`config.mk`:
```
export PLATFORM = sky130hd
export DESIGN_NAME = phy_init_seq
export DESIGN_NICKNAME = d
export VERILOG_FILES = /design/src/rtl/phy_init_seq.sv
export SDC_FILE = /design/constraint.sdc
export NUM_CORES = 1
export LEC_CHECK = 0
export ABC_AREA = 1
export BUFFER_PORTS_ARGS = -buffer_cell sky130_fd_sc_hd__buf_2
export CAP_MARGIN = 20
export CORE_UTILIZATION = 42
export CTS_BUF_LIST = sky130_fd_sc_hd__clkbuf_16
export CTS_CLUSTER_SIZE = 40
export DETAILED_ROUTE_END_ITERATION = 10
export PLACE_DENSITY_LB_ADDON = 0.05
export SLEW_MARGIN = 20
export SYNTH_ARGS = -nofsm -noshare
export SYNTH_HDL_FRONTEND = slang
export SYNTH_SLANG_ARGS = --single-unit
```
`constraint.sdc`:
```
create_clock -name clk -period 9.3 [get_ports clk]
set_input_delay 0.465 -clock clk [delete_from_list [all_inputs] [get_ports clk]]
set_output_delay 0.465 -clock clk [all_outputs]
set_load 0.1 [all_outputs]
```
`src/rtl/phy_init_seq.sv`:
```
module phy_init_seq #(
  parameter int FLD_W    = 4,
  parameter int TAIL_CYC = 8
) (
  input  logic        clk,
  input  logic        rst_n,
  input  logic        reg_wr,
  input  logic [31:0] reg_wdata,
  output logic [31:0] reg_rdata,
  input  logic        clk_retrig,
  output logic        sync_en,
  output logic        sync_rst,
  output logic        phy_ready
);
  localparam int FLDS_W = 4 * FLD_W;
  localparam int MAXLEN = 4 * ((1 << FLD_W) - 1) + TAIL_CYC;
  localparam int CNT_W  = $clog2(MAXLEN + 1);
  localparam int START_B = 31;
  localparam int SLOW_B  = 29;
  localparam int SDIO_B  = 28;

  logic [FLDS_W-1:0] fld_q, snap_q, fld_nxt;
  logic              slow_q, sdio_q, busy_q, go;
  logic [CNT_W-1:0]  cnt_q;
  logic [CNT_W-1:0]  len_rst, len_gap, len_en, len_set;
  logic [CNT_W-1:0]  en_end, rst_beg, rst_end, last;

  assign fld_nxt = reg_wr ? reg_wdata[FLDS_W-1:0] : fld_q;
  assign go      = clk_retrig | (reg_wr & reg_wdata[START_B] & ~busy_q);

  assign len_rst = CNT_W'(snap_q[FLD_W-1:0]);
  assign len_gap = CNT_W'(snap_q[2*FLD_W-1:FLD_W]);
  assign len_en  = CNT_W'(snap_q[3*FLD_W-1:2*FLD_W]);
  assign len_set = CNT_W'(snap_q[4*FLD_W-1:3*FLD_W]);

  assign en_end  = len_en;
  assign rst_beg = len_en + len_gap;
  assign rst_end = rst_beg + len_rst;
  assign last    = rst_end + len_set + CNT_W'(TAIL_CYC - 1);

  always_ff @(posedge clk or negedge rst_n) begin
    if (!rst_n) begin
      fld_q  <= '0;
      slow_q <= 1'b0;
      sdio_q <= 1'b0;
    end else if (reg_wr) begin
      fld_q  <= reg_wdata[FLDS_W-1:0];
      slow_q <= reg_wdata[SLOW_B];
      sdio_q <= reg_wdata[SDIO_B];
    end
  end

  always_ff @(posedge clk or negedge rst_n) begin
    if (!rst_n) begin
      busy_q <= 1'b0;
      cnt_q  <= '0;
      snap_q <= '0;
    end else if (go) begin
      busy_q <= 1'b1;
      cnt_q  <= '0;
      snap_q <= fld_nxt;
    end else if (busy_q) begin
      if (cnt_q == last) busy_q <= 1'b0;
      else               cnt_q  <= cnt_q + 1'b1;
    end
  end

  assign sync_en   = busy_q && (cnt_q < en_end);
  assign sync_rst  = busy_q && (cnt_q >= rst_beg) && (cnt_q < rst_end);
  assign phy_ready = ~busy_q;

  always_comb begin
    reg_rdata = '0;
    reg_rdata[FLDS_W-1:0] = fld_q;
    reg_rdata[SDIO_B]     = sdio_q;
    reg_rdata[SLOW_B]     = slow_q;
    reg_rdata[START_B]    = busy_q;
  end

  assert_pulses_apart_R4: assert property (@(posedge clk) disable iff (!rst_n)
    !(sync_en && sync_rst));

  assert_rst_after_en_R4: assert property (@(posedge clk) disable iff (!rst_n)
    $rose(sync_rst) |-> !sync_en);

  assert_run_undisturbed_R8: assert property (@(posedge clk) disable iff (!rst_n)
    (busy_q && $past(busy_q) && !$past(clk_retrig)) |->
      (cnt_q == CNT_W'($past(cnt_q) + 1'b1)) && $stable(snap_q));

  assert_retrig_restarts_R9: assert property (@(posedge clk) disable iff (!rst_n)
    clk_retrig |=> busy_q && (cnt_q == '0) && !phy_ready);

  assert_ends_after_tail_R5: assert property (@(posedge clk) disable iff (!rst_n)
    $rose(phy_ready) |-> !$past(sync_en) && !$past(sync_rst));
endmodule

```
== Word-level counts from Yosys, hierarchy flattened ==
Cells that the tools add are included.

* Shift-type cells: 0
* Reductions and logical operators: 5
* Add/subtract/negate cells: 5
* Bitwise logic cells: 4
* Magnitude comparators: 3
* Div/mod/pow operators: 0
* Eq/ne operators: 2
* Mux-type cells: 7
* $mul: 0

{| class="wikitable"
|+ Operator list
! operator !! count
|-
| 7-bit two-way mux || 3
|-
| 16-bit two-way mux || 1
|-
| 6-bit by 4-bit adder with 7-bit output || 1
|-
| 7-bit by 1-bit adder with 7-bit output, second input constant || 1
|-
| 7-bit by 3-bit adder with 7-bit output, second input constant || 1
|-
| 7-bit equality test || 1
|-
| 7-bit by 5-bit >= comparator with 1-bit output || 1
|-
| 7-bit by 4-bit < comparator with 1-bit output || 1
|-
| 7-bit by 6-bit < comparator with 1-bit output || 1
|-
| 5-bit by 4-bit adder with 6-bit output || 1
|-
| 4-bit by 4-bit adder with 5-bit output || 1
|-
| 1-bit logical AND || 3
|-
| 1-bit two-way mux || 3
|-
| 1-bit bitwise AND || 2
|-
| 2-bit != test, second input constant || 1
|-
| 2-bit AND reduction || 1
|-
| 2-bit nonzero test || 1
|-
| 1-bit NOT || 1
|-
| 1-bit OR || 1
|}

* Bits in writable memories: 0
* Bits in latches: 0
* Memories kept: 0
* Register bits after elaboration: 42
* Bits of input ports: 36
* Output and inout bits: 35
* Memory bits (read-only): 0

== Longest topological paths before layout ==
* Depth in word-level cells: 8
* Depth in mapped cells: 23

== Least setup slack after synthesis ==
Ideal clock, no wire load.

* Path kind: reg2out
* Start: register snap_q[4]
* End: output sync_rst
* Path slack: 5.195 ns
* Arrival time: 3.640 ns
* Stages on the path, launching flop included: 11
* Cells stage by stage: dfrtp_1 > ha_1 > fa_1 > fa_1 > xnor2_1 > ha_1 > a21oi_1 > nand2_1 > a21oi_1 > a21oi_1 > nor2_1

* Word-level cells in the longest chain between the ends: 4
* Elaborated cells on any way between the ends: 6
* Classes of those cells: add/sub (2); order compare (2); reduce/logical (2)

{| class="wikitable"
|+ RTL lines
! element !! line !! text
|-
| from (decl) || 22 || <nowiki>logic [FLDS_W-1:0] fld_q, snap_q, fld_nxt;</nowiki>
|-
| from (signal assigned) || 61 || <nowiki>snap_q <= fld_nxt;</nowiki>
|-
| 4-bit by 4-bit adder with 5-bit output (*) || 37 || <nowiki>assign rst_beg = len_en + len_gap;</nowiki>
|-
| 5-bit by 4-bit adder with 6-bit output / 7-bit by 5-bit >= comparator with 1-bit output (equally long branches) || 38, 69 ||
|-
| 7-bit by 6-bit < comparator with 1-bit output / 1-bit logical AND (equally long branches) || 69 || <nowiki>assign sync_rst = busy_q && (cnt_q >= rst_beg) && (cnt_q < rst_end);</nowiki>
|-
| 1-bit logical AND (*) || 69 ||
|-
| to (decl) || 12 || <nowiki>output logic sync_rst,</nowiki>
|}

Every way passes the cells marked *; elsewhere a longest branch is shown, timed or not.

== Final worst setup path ==
* Start: register snap_q[8]
* End: output sync_rst

Same word-level chain as after synthesis.

==> impl_results.md <==
* Setup slack, reg-to-reg at around 5400 ps
* Netlist cell types at 29
* Final nets at 440
* Failing checks: design-rule violations
* Max Slew Vio Count at 0
* Dominant synthesized flop cell: dfrtp_1
* GRT overflow at 0
* Required @ worst endpoint at 8840 ps
* Clock transition at path regs at about 60 ps
* Worst Setup End Kind: output port
* DRT Wirelength at 5710 µm
* Leak at 1.77 nW
* Root Buffer: clkbuf_16
* Setup TNS at 0 ps
* Area Overhead vs Synth at 12.1%
* Synth Area in Adders at 15.1%
* Worst reg2reg startpoint: snap_q[8]$_DFFE_PN0N_
* Tcrit/Tclk final at between 40% and 50%
* Multiplexer share of the synthesized area at 7.01%
* CTS tree: built
* Post-synth EDFFs at 0
* Setup CP Type: reg2out
* H-Tree Level Count at 2
* Placed inst area at 3100 µm²
* Mean Syn Cell Area at 8.74 µm²
* Final setup viols at 0
* Die width at ~85 µm
* DPL Wire Length at 4360 µm
* DRC viols at 5
* I/O Pins at 71
* Buffer count from post-CTS setup fixing at 0
* Status: finished with violations
* XOR/XNOR Fraction of Synth Area at about 3.6%
* Crit start category: flip-flop
* Max Cap Viol at 0
* Register area share after synthesis at between 30% and 40%
* RSZ-0062 raised after global routing: false
* Reg2reg path depth at 17
* Worst Max-Slew Pin Slew at 943 ps
* Port bufs at 44
* First-pass GRT wire length at ~10000 µm
* Standard-cell row count at 29
* First-iteration detailed-routing DRC count at 66
* Total GRT Usage at 17.6%
* Family with the most delay on the worst path: adder cells
* WL per Instance at about 13 µm
* CP max stage delay at 430 ps
* Final antenna-violating net count at 0
* Post-Synth Simple-Gate Area at between 20 and 25%
* # clock sinks at 42
* Cells after Synth at 331
* Layout cell share with drive strength beyond 1 at 23.4%
* Largest family of logic cells by synthesized area: simple AND/OR/NAND/NOR gates
* Vias in the first global route at 2094
* Register area at about 1100 µm²
* Clk_skew at 3.88 ps
* CTS Hold Bufs at 0
* Fmax at 249 MHz
* Clock latency on the worst-skew pair at between 200 and 300 ps
* Clock buffer depth at 2
* Worst slew margin at 37.1%
* Maximum fanout along the worst path at 3
* Total Power at 1.08 mW
* Pwr Density at 334 nW/µm²
* Fillers at 631
* Worst R2R End: cnt_q[1]$_DFFE_PN0P_
* Slowest library cell on the worst path: buf_2
* Final Cell Area at 3240 µm²
* CP arrival at 3540 ps
* Complex-gate fraction of the synthesized area at 5.11%
* DIE AREA at 7220 µm²
* YS warnings at 0
* HP Class: in2async
* Area of the core at 6490 µm²
* Cts bufs inserted at 5
* CTS resizes at 0
* Area occupied by multi-input gates at 1590 µm²
* Yosys reg bits at 42
* Critical Path, Cell by Cell: ha_1 > fa_1 > xor2_1 > ha_1 > xnor2_1 > ha_1 > a21oi_1 > nand2_1 > a21oi_1 > a21oi_1 > nor2_1 > buf_2
* VDD IR max at 0.180 mV
* WP buf/inv at 1
* Final Non-Filler Cells at 449
* Largest net degree at the start of global routing at 43
* Placed Cells incl. Taps at 441
* Antenna violations before repair at 0
* DR vias/cell at ~4.8
* Overall die height at about 85 µm
* Final Hold Fails at 0
* Synth Cell Area at 2890 µm²
* GPL Wtd Cong at 0.844
* # diodes at 0
* Clock period minus worst slack at 4010 ps
* Starting Density at 44.5%
* Via count at 2154
* Final Util at around half
* Post-synth ARST share at 100%
* Drt pass-1 iters at 7
==> Yosys cell counts (6+ instances only) <==
| master | n | area share, % |
|---|---|---|
| nor3_1 | 6 | 1.0 |
| dfrtp_1 | 42 | 36 |
| o21ai_1 | 6 | 1.0 |
| xor2_1 | 8 | 2.4 |
| nand3_1 | 19 | 3.3 |
| inv_1 | 36 | 4.7 |
| mux2_2 | 18 | 7.0 |
| buf_4 | 17 | 4.4 |
| ha_1 | 30 | 13 |
| a21oi_1 | 11 | 1.9 |
| nand2_1 | 87 | 11 |
| nor2_1 | 11 | 1.4 |
==> report_power, final <==
group	leakage, nW	internal, mW	switching [mW]
logic	1.18	0.216	0.463
clock network	0.0750	0.0985	0.0711
registers	0.510	0.209	0.0260
==> per-layer routing <==
layer | vias to the layer above | part of all wire [%] | GRT usage (%)
met1 | 976 | 51 | 23.6
met4 | 0 | 0.70 | 4.62
li1 | 1123 | - | -
met3 | 4 | 3.4 | 3.02
met2 | 51 | 45 | 29.6
met5 | - | 0 | 0
==> logic make-up (layout without fill, tap and decap cells) <==
family,Yosys count,in the layout
AO/OA/AOI/OAI,23,23
XOR/XNOR,12,12
adder cells (fa/ha/maj),33,33
buffers and inverters,62,91
flip-flops,42,42
multiplexers,18,18
other,1,13
AND/OR/NAND/NOR,140,140
==> worst max-delay path by stage <==
stage                     startpoint              endpoint  slack [ps]  depth (start not counted)
2_1_floorplan  snap_q[4]$_DFFE_PN0N_              sync_rst        5200                         10
3_3_place_gp   snap_q[8]$_DFFE_PN0N_  cnt_q[4]$_DFFE_PN0P_        5400                         17
3_5_place_dp   snap_q[8]$_DFFE_PN0N_  cnt_q[4]$_DFFE_PN0P_        5410                         17
4_1_cts        snap_q[8]$_DFFE_PN0N_              sync_rst        5280                         12
5_1_grt        snap_q[8]$_DFFE_PN0N_              sync_rst        5040                         12
6_report       snap_q[8]$_DFFE_PN0N_              sync_rst        5290                         12
==> state kept, by name (all words and copies together), names as in the netlist <==
signal and count:
busy_q 1, slow_q 1, sdio_q 1, fld_q 16, snap_q 16, cnt_q 7
==> placed cells by master (no fill, tap or decap), drive strengths merged <==
cell    netlist  routed
nand2        95      95
buf          19      44
dfrtp        42      42
inv          39      40
ha           30      30
nand3        24      24
mux2         18      18
conb          1      13
a21oi        12      12
nor2         11      11
xor2          8       8
o21ai         8       8
nor3          6       6
clkbuf        4       5
nand4         4       4
xnor2         4       4
fa            3       3
clkinv        0       2
o211ai        1       1
o21bai        1       1
a31oi         1       1
==> per-stage QoR <==
step / setup slack (ps) / hold slack (ps)
floorplan: 5200 / 169
global placement: 5400 / 476
detailed placement: 5410 / 481
CTS: 5280 / 374
global route: 5040 / 412
finish: 5290 / 332
==> area by class of cell <==
type / instances / area share (%)
Multi-Input combinational cell: 239 / 48.9
Clock inverter: 3 / 0.540
Sequential cell: 42 / 32.4
Timing Repair Buffer: 44 / 6.79
Clock buffer: 5 / 3.86
Inverter: 39 / 4.52
Tap cell: 77 / 2.97
Note: power is estimated with default switching activity, not from simulation.
